<file path="src/rtl/db_pkg.sv">
`timescale 1ns/1ps
package db_pkg;

  // Resting states differ from their settle states in bit 0; bit 1 is the level shown.
  typedef enum logic [1:0] {
    ST_LOW  = 2'b00,
    ST_RISE = 2'b01,
    ST_HIGH = 2'b10,
    ST_FALL = 2'b11
  } db_state_e;

  function automatic logic is_settling(input db_state_e s);
    return (s == ST_RISE) || (s == ST_FALL);
  endfunction

  function automatic logic shown_level(input db_state_e s);
    return (s == ST_HIGH) || (s == ST_FALL);
  endfunction

endpackage

</file>
<file path="src/rtl/db_sync.sv">
`timescale 1ns/1ps
module db_sync #(
  parameter int   STAGES    = 2,
  parameter logic RESET_VAL = 1'b0
) (
  input  logic clk,
  input  logic rst,
  input  logic d,
  output logic q
);

  logic [STAGES-1:0] chain;

  genvar i;
  generate
    for (i = 0; i < STAGES; i++) begin : g_stage
      if (i == 0) begin : g_first
        always_ff @(posedge clk) begin
          if (rst) chain[0] <= RESET_VAL;
          else     chain[0] <= d;
        end
      end else begin : g_next
        always_ff @(posedge clk) begin
          if (rst) chain[i] <= RESET_VAL;
          else     chain[i] <= chain[i-1];
        end
      end
    end
  endgenerate

  assign q = chain[STAGES-1];

endmodule

</file>
<file path="src/rtl/db_tick.sv">
`timescale 1ns/1ps
module db_tick #(
  parameter int DIV = 1
) (
  input  logic clk,
  input  logic rst,
  input  logic run,
  output logic tick
);

  localparam int DIV_W = (DIV > 1) ? $clog2(DIV) : 1;
  localparam logic [DIV_W-1:0] LAST = DIV_W'(DIV - 1);

  logic [DIV_W-1:0] div_q;

  assign tick = run && (div_q == LAST);

  always_ff @(posedge clk) begin
    if (rst || !run || tick) div_q <= '0;
    else                     div_q <= div_q + 1'b1;
  end

endmodule

</file>
<file path="src/rtl/db_fsm.sv">
`timescale 1ns/1ps
module db_fsm
  import db_pkg::*;
#(
  parameter int STABLE_TICKS = 256,
  parameter int CNT_W        = 8
) (
  input  logic             clk,
  input  logic             rst,
  input  logic             level,
  input  logic             tick,
  output db_state_e        state,
  output logic [CNT_W-1:0] cnt,
  output logic             run,
  output logic             clean
);

  localparam logic [CNT_W-1:0] LAST = CNT_W'(STABLE_TICKS - 1);

  db_state_e        nxt;
  logic [CNT_W-1:0] cnt_nxt;

  always_comb begin
    nxt     = state;
    cnt_nxt = cnt;
    unique case (state)
      ST_LOW: begin
        cnt_nxt = '0;
        if (level) nxt = ST_RISE;
      end
      ST_RISE: begin
        if (!level) begin
          nxt     = ST_LOW;
          cnt_nxt = '0;
        end else if (tick) begin
          if (cnt == LAST) begin
            nxt     = ST_HIGH;
            cnt_nxt = '0;
          end else begin
            cnt_nxt = cnt + 1'b1;
          end
        end
      end
      ST_HIGH: begin
        cnt_nxt = '0;
        if (!level) nxt = ST_FALL;
      end
      ST_FALL: begin
        if (level) begin
          nxt     = ST_HIGH;
          cnt_nxt = '0;
        end else if (tick) begin
          if (cnt == LAST) begin
            nxt     = ST_LOW;
            cnt_nxt = '0;
          end else begin
            cnt_nxt = cnt + 1'b1;
          end
        end
      end
      default: begin
        nxt     = ST_LOW;
        cnt_nxt = '0;
      end
    endcase
  end

  always_ff @(posedge clk) begin
    if (rst) begin
      state <= ST_LOW;
      cnt   <= '0;
      clean <= 1'b0;
    end else begin
      state <= nxt;
      cnt   <= cnt_nxt;
      clean <= shown_level(nxt);
    end
  end

  assign run = is_settling(state);

endmodule

</file>
<file path="src/rtl/btn_debounce.sv">
`timescale 1ns/1ps
module btn_debounce
  import db_pkg::*;
#(
  parameter int STABLE_TICKS = 256,
  parameter int TICK_DIV     = 1,
  parameter int SYNC_STAGES  = 2
) (
  input  logic clk,
  input  logic rst,
  input  logic btn_raw,
  output logic btn_clean
);

  localparam int CNT_W = (STABLE_TICKS > 1) ? $clog2(STABLE_TICKS) : 1;

  logic             level_s;
  logic             tick_s;
  logic             run_s;
  db_state_e        state_q;
  logic [CNT_W-1:0] cnt_q;

  db_sync #(
    .STAGES    (SYNC_STAGES),
    .RESET_VAL (1'b0)
  ) u_sync (
    .clk (clk),
    .rst (rst),
    .d   (btn_raw),
    .q   (level_s)
  );

  db_tick #(
    .DIV (TICK_DIV)
  ) u_tick (
    .clk  (clk),
    .rst  (rst),
    .run  (run_s),
    .tick (tick_s)
  );

  db_fsm #(
    .STABLE_TICKS (STABLE_TICKS),
    .CNT_W        (CNT_W)
  ) u_fsm (
    .clk   (clk),
    .rst   (rst),
    .level (level_s),
    .tick  (tick_s),
    .state (state_q),
    .cnt   (cnt_q),
    .run   (run_s),
    .clean (btn_clean)
  );

endmodule

</file>
<file path="config.mk">
export PLATFORM = sky130hd
export DESIGN_NAME = btn_debounce
export DESIGN_NICKNAME = d
export VERILOG_FILES = /design/src/rtl/db_pkg.sv /design/src/rtl/db_sync.sv /design/src/rtl/db_tick.sv /design/src/rtl/db_fsm.sv /design/src/rtl/btn_debounce.sv
export SDC_FILE = /design/constraint.sdc
export NUM_CORES = 1
export LEC_CHECK = 0
export BUFFER_PORTS_ARGS = -buffer_cell sky130_fd_sc_hd__buf_2
export CAP_MARGIN = 25
export CORE_MARGIN = 5
export CORE_UTILIZATION = 30
export CTS_CLUSTER_DIAMETER = 100
export CTS_CLUSTER_SIZE = 20
export DETAILED_ROUTE_END_ITERATION = 12
export PLACE_DENSITY = 0.55
export SLEW_MARGIN = 20
export SYNTH_ARGS = -nofsm -noshare
export SYNTH_HDL_FRONTEND = slang
export SYNTH_SLANG_ARGS = --single-unit
</file>
<file path="constraint.sdc">
create_clock -name clk -period 1.7 [get_ports clk]
set_clock_uncertainty 0.15 [all_clocks]
set_input_delay 0.17 -clock clk [delete_from_list [all_inputs] [get_ports clk]]
set_output_delay 0.17 -clock clk [all_outputs]
set_load 0.005 [all_outputs]
</file>
==> results of run 1 <==
power by group:
group          switching (W)  internal [W]
Clock               0.000104      0.000130
Sequential        0.00000306      0.000332
Combinational     0.00000477    0.00000969
stage by stage:
stage / instance area [um^2] / util (%) / power [W] / hold WS, ns
5_1_grt: 676 / 38.3 / 0.000616 / 0.325
6_report: 676 / 38.3 / 0.000584 / 0.303
3_5_place_dp: 607 / 34.4 / 0.000352 / 0.237
4_1_cts: 673 / 38.2 / 0.000600 / 0.307
3_3_place_gp: 607 / 34.4 / 0.000352 / 0.238
2_1_floorplan: 566 / - / 0.000347 / 0.0916
layout make-up:
cell class                 instances  share of cell area, %
sequential                        14                   41.5
multi-input combinational         40                   40.7
timing repair buffer               6                   6.67
clock buffer                       4                   5.37
tap                               25                   4.63
inverter                           2                   1.11
worst min-delay path by stage:
| stage | endpoint | cells after the start |
|---|---|---|
| finish | u_sync.q | 1 |
| global route | u_sync.q | 1 |
| CTS | u_sync.q | 1 |
| detailed placement | u_sync.chain[0] | 2 |
| global placement | u_sync.chain[0] | 2 |
| floorplan | u_sync.chain[0] | 1 |
worst max-delay path, stage by stage:
cell	delay, ns
dlygate4sd3_1	0.53
buf_2	0.15
or3b_4	0.44
or2_4	0.25
nor2_1	0.10
sequential cells by signal, summed over array words and instances (netlist names):
name	count
u_fsm.cnt	8
u_sync.chain	1
u_tick.div_q	1
u_fsm.state	2
u_fsm.clean	1
u_sync.q	1
kinds of logic (layout without fill, tap and decap cells):
| logic type | Yosys count | after routing | share of synthesized area [%] |
|---|---|---|---|
| simple gates | 26 | 26 | 27.9 |
| flops | 14 | 14 | 49.6 |
| xor+xnor | 7 | 7 | 10.8 |
| compound gates | 4 | 4 | 4.87 |
| buf+inv | 3 | 12 | 2.21 |
| fa+ha+maj | 1 | 1 | 2.21 |
| other cells | 1 | 1 | 0.663 |
| mux | 1 | 1 | 1.77 |
placed cells by master, fill, tap and decap left out:
cell	synthesis	layout
nor3_1	1	1
nand2_1	3	3
dfxtp_1	14	14
mux2i_1	1	1
a21oi_1	1	1
ha_1	1	1
xor2_1	4	4
clkbuf_8	0	1
conb_1	1	1
and2_2	1	1
o21ai_0	1	1
or3b_4	0	1
o2111ai_1	1	1
nor2b_1	2	2
and3_2	2	2
and4b_1	1	1
or3b_1	2	1
inv_1	2	2
and4_2	1	1
or2_4	1	1
xnor2_1	3	3
nand3_1	2	2
a221oi_1	1	1
dlygate4sd3_1	0	3
clkbuf_4	0	3
and2_1	1	1
nor2_1	8	8
nor2b_4	1	1
buf_2	1	3
synthesized netlist by cell type (all sizes together):
master and count:
or2 1, xnor2 3, nor2 8, and4 1, and4b 1, mux2i 1
a21oi 1, nand3 2, o21ai 1, and2 2, ha 1, o2111ai 1
xor2 4, inv 2, or3b 2, a221oi 1, buf 1, nand2 3
conb 1, nor2b 3, dfxtp 14, nor3 1, and3 2
layer usage:
layer  part of all wire, %  GRT usage (%)
met1                    54           8.97
met2                    41           11.0
met3                   4.7           5.07
met4                     0           2.55
met5                     0              0
timing repair:
action | CTS | global route
endpoints found under the hold margin | 5 | 0
endpoints found under the setup margin | 0 | 3
setup buffers | 0 | 0
hold buffers | 3 | 0
gates resized for setup | 0 | 1
==> metrics.csv, run 1 <==
stage,metric,value,unit
run_status,status,finished clean,
critical_path,critPathCaptureType,flop,
placement,place_inst,84,
floorplan,io_pins,4,
placement,hpwlAfterDp,601,um
critical_path,crit_required,1.77,ns
yosys,ys_ff_latch,14,
worst_hold_path,worstHoldStart,u_sync.chain[0],
yosys,syn_nets,61,
clock_network,htreeDepth,1,
placement,gp_congestion,0.775,
clock_network,clock_latency,0.27,ns
timing,max_freq,633,MHz
final_layout,final_layout_size_suffix_gt1_share,21.2,%
timing,final.setup.tns,0,ns
final_layout,nFillCells,191,
floorplan,dieWidth,53.4,um
power,leakage,0.245,nW
critical_path,r2r_cells,5,
critical_path,r2r-end,u_fsm.clean,
floorplan,initial_utilization,32.1,%
clock_network,path_clk_slew,0.08,ns
critical_path,start_kind,input port,
routing,drt_wl_total,806,um
yosys,synth_top_cell_by_area,dfxtp_1,
routing,vias,381,
timing,final.period_utilization,93.0,%
placement,portBuffers,3,
routing,first_pass_iters,2,
run,cap_violations,0,
yosys,synth_cells,57,
routing,drc_errors,0,
routing,wl_per_cell,8.86,um
clock_network,root_buffer,clkbuf_4,
power,powerDensity,864,nW/um^2
grt,overflow,0,
clock_network,cts_buffers,3,
grt,first_global_vias,366,
final_layout,multiInputGateArea,275,um^2
yosys,synth_area_leaders,"dfxtp_1, xor2_1, nor2_1",
worst_hold_path,hold_path.class,flop to flop,
timing,final-hold-violation-count,0,
timing,final_max_slew_viol_count,0,
yosys,synthDominantCellAreaShare,49.6,%
final_layout,final_cells,91,
final_layout,nets,71,
clock_network,cts_tree,built,
timing,rsz0062_at_grt,no,
power,vdd_ir_drop_max,0.618,mV
timing,layout_setup_ws,0.120,ns
final_layout,antennaDiodeCount,0,
yosys,syn_area,566,um^2
yosys,syn_area_per_cell,9.92,um^2
routing,first_iter_violations,2,
grt,grt_pass1_wl,1.52,mm
floorplan,rows,15,
grt,grt_max_degree,9,
critical_path,critPathCapture,u_fsm.cnt[5],
yosys,yosys_warnings,0,
critical_path,critPathKind,input port to flop,
grt,antenna_found_initial,0,
routing,ant_nets,0,
timing,setup_viol,0,
clock_network,clockBufferDepth,2,
final_layout,syn_to_final_growth,19.5,%
clock_network,clock_sinks,14,
floorplan,die_area,2850,um^2
timing,fin_crit,1.58,ns
critical_path,r2r_slack,0.14,ns
grt,grt_usage,7.65,%
floorplan,core,1760,um^2
critical_path,cp.arrival,1.65,ns
critical_path,worst-path-max-fanout,6,
floorplan,die_y,53.4,um
routing,viasPerCell,4.19,
final_layout,seqCellArea,280,um^2
critical_path,timing.rr.start,u_fsm.cnt[0],
yosys,post_synth_num_cell_types,25,
yosys,yosysSeqAreaShare,49.6,%
placement,pre_cts_slack,0.131,ns
critical_path,crit_start,rst,
Power figures use the tool's default switching activity.
==> run 2, diff against run 1 <==
- CORE_ASPECT_RATIO: default -> 1.2
==> metrics.csv, run 2 (synthesis results as in run 1) <==
stage,metric,value,unit,change
power,powerDensity,865,nW/um^2,was 864 nW/um^2
placement,hpwlAfterDp,622,um,was 601 um
timing,final.period_utilization,95.3,%,was 93.0%
critical_path,cp.arrival,1.69,ns,was 1.65 ns
floorplan,initial_utilization,30.9,%,was 32.1%
power,clkPwrFrac,40.1,%,was 40.2%
routing,first_pass_iters,4,,was 2
critical_path,start_kind,input port,,unchanged
routing,drt_wl_total,949,um,was 806 um
final_layout,final_cell_mix,"dfxtp_1, nor2_1, xor2_1",,unchanged
grt,grt_max_degree,9,,unchanged
final_layout,final_common_cell,dfxtp_1,,unchanged
routing,viasPerCell,4.68,,was 4.19
clock_network,cts_buffers,3,,unchanged
floorplan,io_pins,4,,unchanged
timing,setup_viol,0,,unchanged
routing,ant_nets,0,,unchanged
critical_path,critPathCaptureType,flop,,unchanged
floorplan,die_area,2860,um^2,was 2850 um^2
timing,final-hold-violation-count,0,,unchanged
final_layout,fin_area,676,um^2,unchanged
critical_path,cp_cell_sequence,dlygate4sd3_1 -> buf_2 -> or3b_4 -> or2_4 -> nor2_2,,was dlygate4sd3_1 -> buf_2 -> or3b_4 -> or2_4 -> nor2_1
power,intPower,0.000472,W,about the same
clock_network,root_buffer,clkbuf_4,,unchanged
final_layout,final_cells,85,,was 91
placement,place_inst,78,,was 84
timing,rsz0062_at_grt,no,,unchanged
grt,antenna_found_initial,0,,unchanged
power,total_power,0.000584,W,about the same
routing,wl_per_cell,11.2,um,was 8.86 um
placement,place_area,599,um^2,was 607 um^2
run,cap_violations,0,,unchanged
routing,vias,398,,was 381
floorplan,rows,17,,was 15
final_layout,largestRegisters,"u_fsm.cnt (8), u_fsm.state (2)",,unchanged
power,p_seq_share,57.3,%,about the same
floorplan,dieWidth,49.6,um,was 53.4 um
run_status,status,finished clean,,unchanged
final_layout,nFillCells,192,,was 191
final_layout,syn_to_final_growth,19.5,%,unchanged
grt,overflow,0,,unchanged
timing,fin_crit,1.62,ns,was 1.58 ns
timing,max_freq,617,MHz,was 633 MHz
critical_path,worst-path-max-fanout,6,,unchanged
routing,first_iter_violations,5,,was 2
timing,final.setup.tns,0,ns,unchanged
clock_network,clock_sinks,14,,unchanged
clock_network,cts_tree,built,,unchanged
floorplan,core,1830,um^2,was 1760 um^2
critical_path,crit_required,1.77,ns,about the same
power,pwr-share-comb,2.6,%,was 2.5%
final_layout,final_layout_size_suffix_gt1_share,25.8,%,was 21.2%
placement,gp_congestion,0.670,,was 0.775
critical_path,critPathKind,input port to flop,,unchanged
grt,grt_usage,7.70,%,was 7.65%
grt,first_global_vias,386,,was 366
power,vdd_ir_drop_max,0.397,mV,was 0.618 mV
critical_path,critPathMaxStageDelay,0.55,ns,was 0.53 ns
final_layout,largest_register_ffs,8,,unchanged
grt,grt_pass1_wl,1.64,mm,was 1.52 mm
power,leakage,0.246,nW,was 0.245 nW
clock_network,clockBufferDepth,2,,unchanged
routing,drc_errors,0,,unchanged
clock_network,htreeDepth,1,,unchanged
clock_network,path_clk_slew,0.08,ns,about the same
floorplan,die_y,57.6,um,was 53.4 um
worst_hold_path,hold_path.class,flop to flop,,unchanged
critical_path,crit_slowest_cell,dlygate4sd3_1,,unchanged
power,switching_power,0.000113,W,was 0.000112 W
power,p_sw_share,19.3,%,was 19.2%
timing,final_max_slew_viol_count,0,,unchanged
final_layout,antennaDiodeCount,0,,unchanged
final_layout,max_flop_register,u_fsm.cnt,,unchanged
placement,portBuffers,3,,unchanged
final_layout,nets,71,,unchanged
clock_network,clock_latency,0.28,ns,was 0.27 ns
[run 2: cell counts in the layout (fill, tap and decap cells not counted)]
No cell type changed its count.
[run 2: path summary, 6_finish.rpt]
path,from,end,slack [ns],depth (start not counted)
setup / recovery,rst,u_fsm.cnt[0],0.08,5
hold / removal,u_sync.chain[0],u_sync.q,0.30,1
setup reg to reg,u_fsm.cnt[0],u_fsm.cnt[0],0.10,5
hold reg to reg,u_sync.chain[0],u_sync.q,0.30,1
[run 2: power groups by stage]
| stage | clock [W] | sequential, W | combinational [W] |
|---|---|---|---|
| finish | 0.000234 | 0.000335 | 0.0000154 |
| global route | 0.000261 | 0.000335 | 0.0000170 |
| CTS | 0.000247 | 0.000334 | 0.0000144 |
| detailed placement | 0 | 0.000342 | 0.00000930 |
| global placement | 0 | 0.000342 | 0.00000927 |
| floorplan | 0 | 0.000342 | 0.00000515 |
[run 2: area by class of cell]
class                      count  area [um^2]  share of cell area (%)
clock buffer                   4         36.3                    5.37
inverter                       2         7.51                    1.11
multi-input combinational     40          282                    41.7
sequential                    14          282                    41.7
tap                           19         23.8                    3.52
timing repair buffer           6         45.0                    6.67
[run 2: per-layer routing]
layer	track usage, %	vias to the layer above	part of all wire [%]
met4	6.74	0	1.3
met2	11.6	3	50
met1	8.57	187	46
li1	-	206	-
met5	0	-	0
met3	2.35	2	2.5
[run 2: critical path: cells and delay by family]
family	cells	cell delay (ns)
buffers and inverters	2	0.71
and+or+nand+nor	3	0.81
[run 2: metrics by stage]
step / util [%] / setup slack, ns / hold slack (ns)
after global placement: 32.8 / 0.148 / 0.245
after CTS: 36.4 / 0.0249 / 0.307
after global routing: 36.9 / 0.00234 / 0.321
after floorplan: - / 0.223 / 0.0916
after detailed placement: 32.8 / 0.132 / 0.243
final: 36.9 / 0.0792 / 0.302
[run 2: timing repair]
item,CTS,global route
hold buffers,3,0
resized for setup,0,4
setup buffers,0,0
endpoints found under the hold margin,5,0
endpoints found under the setup margin,0,5
==> run 3, diff against run 2 <==
- ABC_AREA: default -> 1
- RECOVER_POWER: default -> 25
==> metrics.csv, run 3 <==
stage,metric,value,unit,change
critical_path,worst-path-max-fanout,4,,was 6
yosys,syn_area,641,um^2,was 566 um^2
yosys,synthDominantCellAreaShare,43.7,%,was 49.6%
routing,first_iter_violations,7,,was 5
grt,grt_usage,7.85,%,was 7.70%
placement,gp_congestion,0.793,,was 0.670
final_layout,final_layout_size_suffix_gt1_share,16.8,%,was 25.8%
routing,wl_per_cell,8.10,um,was 11.2 um
power,powerDensity,733,nW/um^2,was 865 nW/um^2
power,leakage,0.312,nW,was 0.246 nW
grt,grt_max_degree,8,,was 9
routing,drc_errors,0,,unchanged
clock_network,cts_setup_buffers,0,,unchanged
yosys,syn_nets,91,,was 61
final_layout,nets,101,,was 71
clock_network,root_buffer,clkbuf_4,,unchanged
floorplan,initial_utilization,31.3,%,was 30.9%
yosys,synth_common_cells,"nor2_1, nand2_1, dfxtp_1, inv_1, nand3_1",,"was dfxtp_1, nor2_1, xor2_1"
yosys,ys.flop_type,dfxtp_1,,unchanged
timing,rsz0062_at_grt,no,,unchanged
yosys,synthArstFlopShare,0,%,unchanged
final_layout,syn_to_final_growth,14.5,%,was 19.5%
grt,antenna_found_initial,0,,unchanged
timing,final-hold-violation-count,0,,unchanged
timing,final_max_slew_viol_count,0,,unchanged
floorplan,dieWidth,52.2,um,was 49.6 um
yosys,synth_top_cell_by_area,dfxtp_1,,unchanged
clock_network,cts_tree,built,,unchanged
floorplan,core,2050,um^2,was 1830 um^2
timing,setup_viol,0,,unchanged
critical_path,cp.arrival,1.43,ns,was 1.69 ns
floorplan,io_pins,4,,unchanged
clock_network,path_clk_slew,0.08,ns,about the same
timing,final.setup.tns,0,ns,unchanged
timing,final.period_utilization,80.6,%,was 95.3%
worst_hold_path,hold_path.class,flop to flop,,unchanged
run_status,status,finished clean,,unchanged
final_layout,largestRegisters,"u_fsm.cnt (8), u_fsm.state (2)",,unchanged
yosys,ys_ff_latch,14,,unchanged
placement,hpwlAfterDp,804,um,was 622 um
grt,first_global_vias,473,,was 386
clock_network,post_cts_resized,0,,unchanged
timing,fin_crit,1.37,ns,was 1.62 ns
yosys,synth-edff-count,0,,unchanged
grt,overflow,0,,unchanged
critical_path,start_kind,input port,,unchanged
yosys,synth_area_leaders,"dfxtp_1, nor2_1, nand2_1",,"was dfxtp_1, xor2_1, nor2_1"
yosys,syn_area_per_cell,7.36,um^2,was 9.92 um^2
final_layout,final_cell_mix,"nor2_1, nand2_1, inv_1, dfxtp_1, nand3_1",,"was dfxtp_1, nor2_1, xor2_1"
clock_network,htreeDepth,1,,unchanged
final_layout,final_common_cell,nor2_1,,was dfxtp_1
routing,vias,513,,was 398
power,vdd_ir_drop_max,0.491,mV,was 0.397 mV
yosys,post_synth_num_cell_types,17,,was 25
floorplan,rows,18,,was 17
clock_network,clockBufferDepth,2,,unchanged
routing,first_pass_iters,4,,unchanged
run,cap_violations,0,,unchanged
final_layout,max_flop_register,u_fsm.cnt,,unchanged
critical_path,critical-path-top-delay-family,buffers and inverters,,was simple AND/OR/NAND/NOR gates
clock_network,clock_latency,0.28,ns,about the same
clock_network,clock_sinks,14,,unchanged
critical_path,crit_required,1.76,ns,was 1.77 ns
routing,ant_nets,0,,unchanged
critical_path,crit_slowest_cell,dlygate4sd3_1,,unchanged
timing,whs,0.256,ns,was 0.302 ns
final_layout,antennaDiodeCount,0,,unchanged
critical_path,critPathMaxStageDelay,0.53,ns,was 0.55 ns
critical_path,crit_start,rst,,unchanged
routing,drt_wl_total,1.01,mm,was 949 um
critical_path,cp_cell_sequence,dlygate4sd3_1 -> clkbuf_1 -> inv_1 -> nand4_2 -> inv_2 -> nand2_1 -> nor3_2,,was dlygate4sd3_1 -> buf_2 -> or3b_4 -> or2_4 -> nor2_2
final_layout,largest_register_ffs,8,,unchanged
critical_path,critPathKind,input port to flop,,unchanged
clock_network,cts_buffers,3,,unchanged
placement,portBuffers,3,,unchanged
timing,max_freq,730,MHz,was 617 MHz
worst_hold_path,worstHoldStart,u_sync.chain[0],,unchanged
critical_path,critPathCaptureType,flop,,unchanged
yosys,synth_cells,87,,was 57
floorplan,die_y,60.6,um,was 57.6 um
critical_path,timing.rr.start,u_fsm.cnt[0],,unchanged
grt,grt_pass1_wl,1.84,mm,was 1.64 mm
critical_path,critPathBufInv,4,,was 2
yosys,yosys_warnings,0,,unchanged
floorplan,die_area,3160,um^2,was 2860 um^2
yosys,yosysMostFrequentCell,nor2_1,,was dfxtp_1
routing,viasPerCell,4.10,,was 4.68
yosys,yosysSeqAreaShare,43.7,%,was 49.6%
run 3: final cells by class:
cell class / count / area (um^2)
Tap cell: 30 / 37.5
Multi-Input combinational cell: 56 / 297
Fill cell: 225 / 1320
Sequential cell: 14 / 280
Timing Repair Buffer: 5 / 32.5
Clock buffer: 3 / 22.5
Inverter: 17 / 63.8
run 3: layer usage:
| metal | up-vias | share of wire [%] | global-route usage, % |
|---|---|---|---|
| li1 | 276 | - | - |
| met1 | 227 | 47 | 9.34 |
| met2 | 8 | 47 | 12.7 |
| met3 | 2 | 3.7 | 2.21 |
| met4 | 0 | 2.0 | 4.38 |
| met5 | - | 0 | 0 |
run 3: repair_timing:
| item | in CTS | in global routing |
|---|---|---|
| endpoints found under the setup margin | 0 | 0 |
| hold buffers | 2 | 0 |
| hold endpoints to repair | 2 | 0 |
run 3: cell families (layout without fill, tap and decap cells):
kind of cell    Yosys count  count (layout)  share of synthesized area [%]
xor+xnor                  2               2                           2.73
fa+ha+maj                 1               1                           1.95
buf+inv                  17              25                           9.96
other cells               1               1                          0.585
compound gates            3               3                           2.54
flops                    14              14                           43.8
simple gates             49              49                           38.5
run 3: stage by stage:
| step | utilization [%] | area [um^2] | instances | setup slack, ns | total power, W |
|---|---|---|---|---|---|
| after detailed placement | 33.8 | 693 | 120 | 0.351 | 0.000355 |
| after global placement | 33.8 | 693 | 120 | 0.379 | 0.000354 |
| after floorplan | - | 641 | 87 | 0.471 | 0.000350 |
| final | 35.8 | 733 | 125 | 0.330 | 0.000537 |
| after CTS | 35.9 | 736 | 125 | 0.319 | 0.000546 |
| after global routing | 35.8 | 733 | 125 | 0.257 | 0.000569 |
run 3: final timing paths:
check	endpoint	slack (ns)	cells past startpoint
max reg2reg	u_fsm.clean	0.37	6
min	u_sync.q	0.26	2
max	u_fsm.cnt[0]	0.33	7
min reg2reg	u_sync.q	0.26	2
run 3: tightest hold or removal path: stages (launching register included):
cell     delay (ns)
dfxtp_1        0.31
inv_1          0.04
nor2_1         0.03
run 3: report_power, final:
part / internal, W / switching [W] / total (W)
sequential: 0.000332 / 0.00000237 / 0.000334
clock: 0.0000822 / 0.000105 / 0.000187
combinational: 0.00000748 / 0.00000817 / 0.0000156
total: 0.000421 / 0.000116 / 0.000537
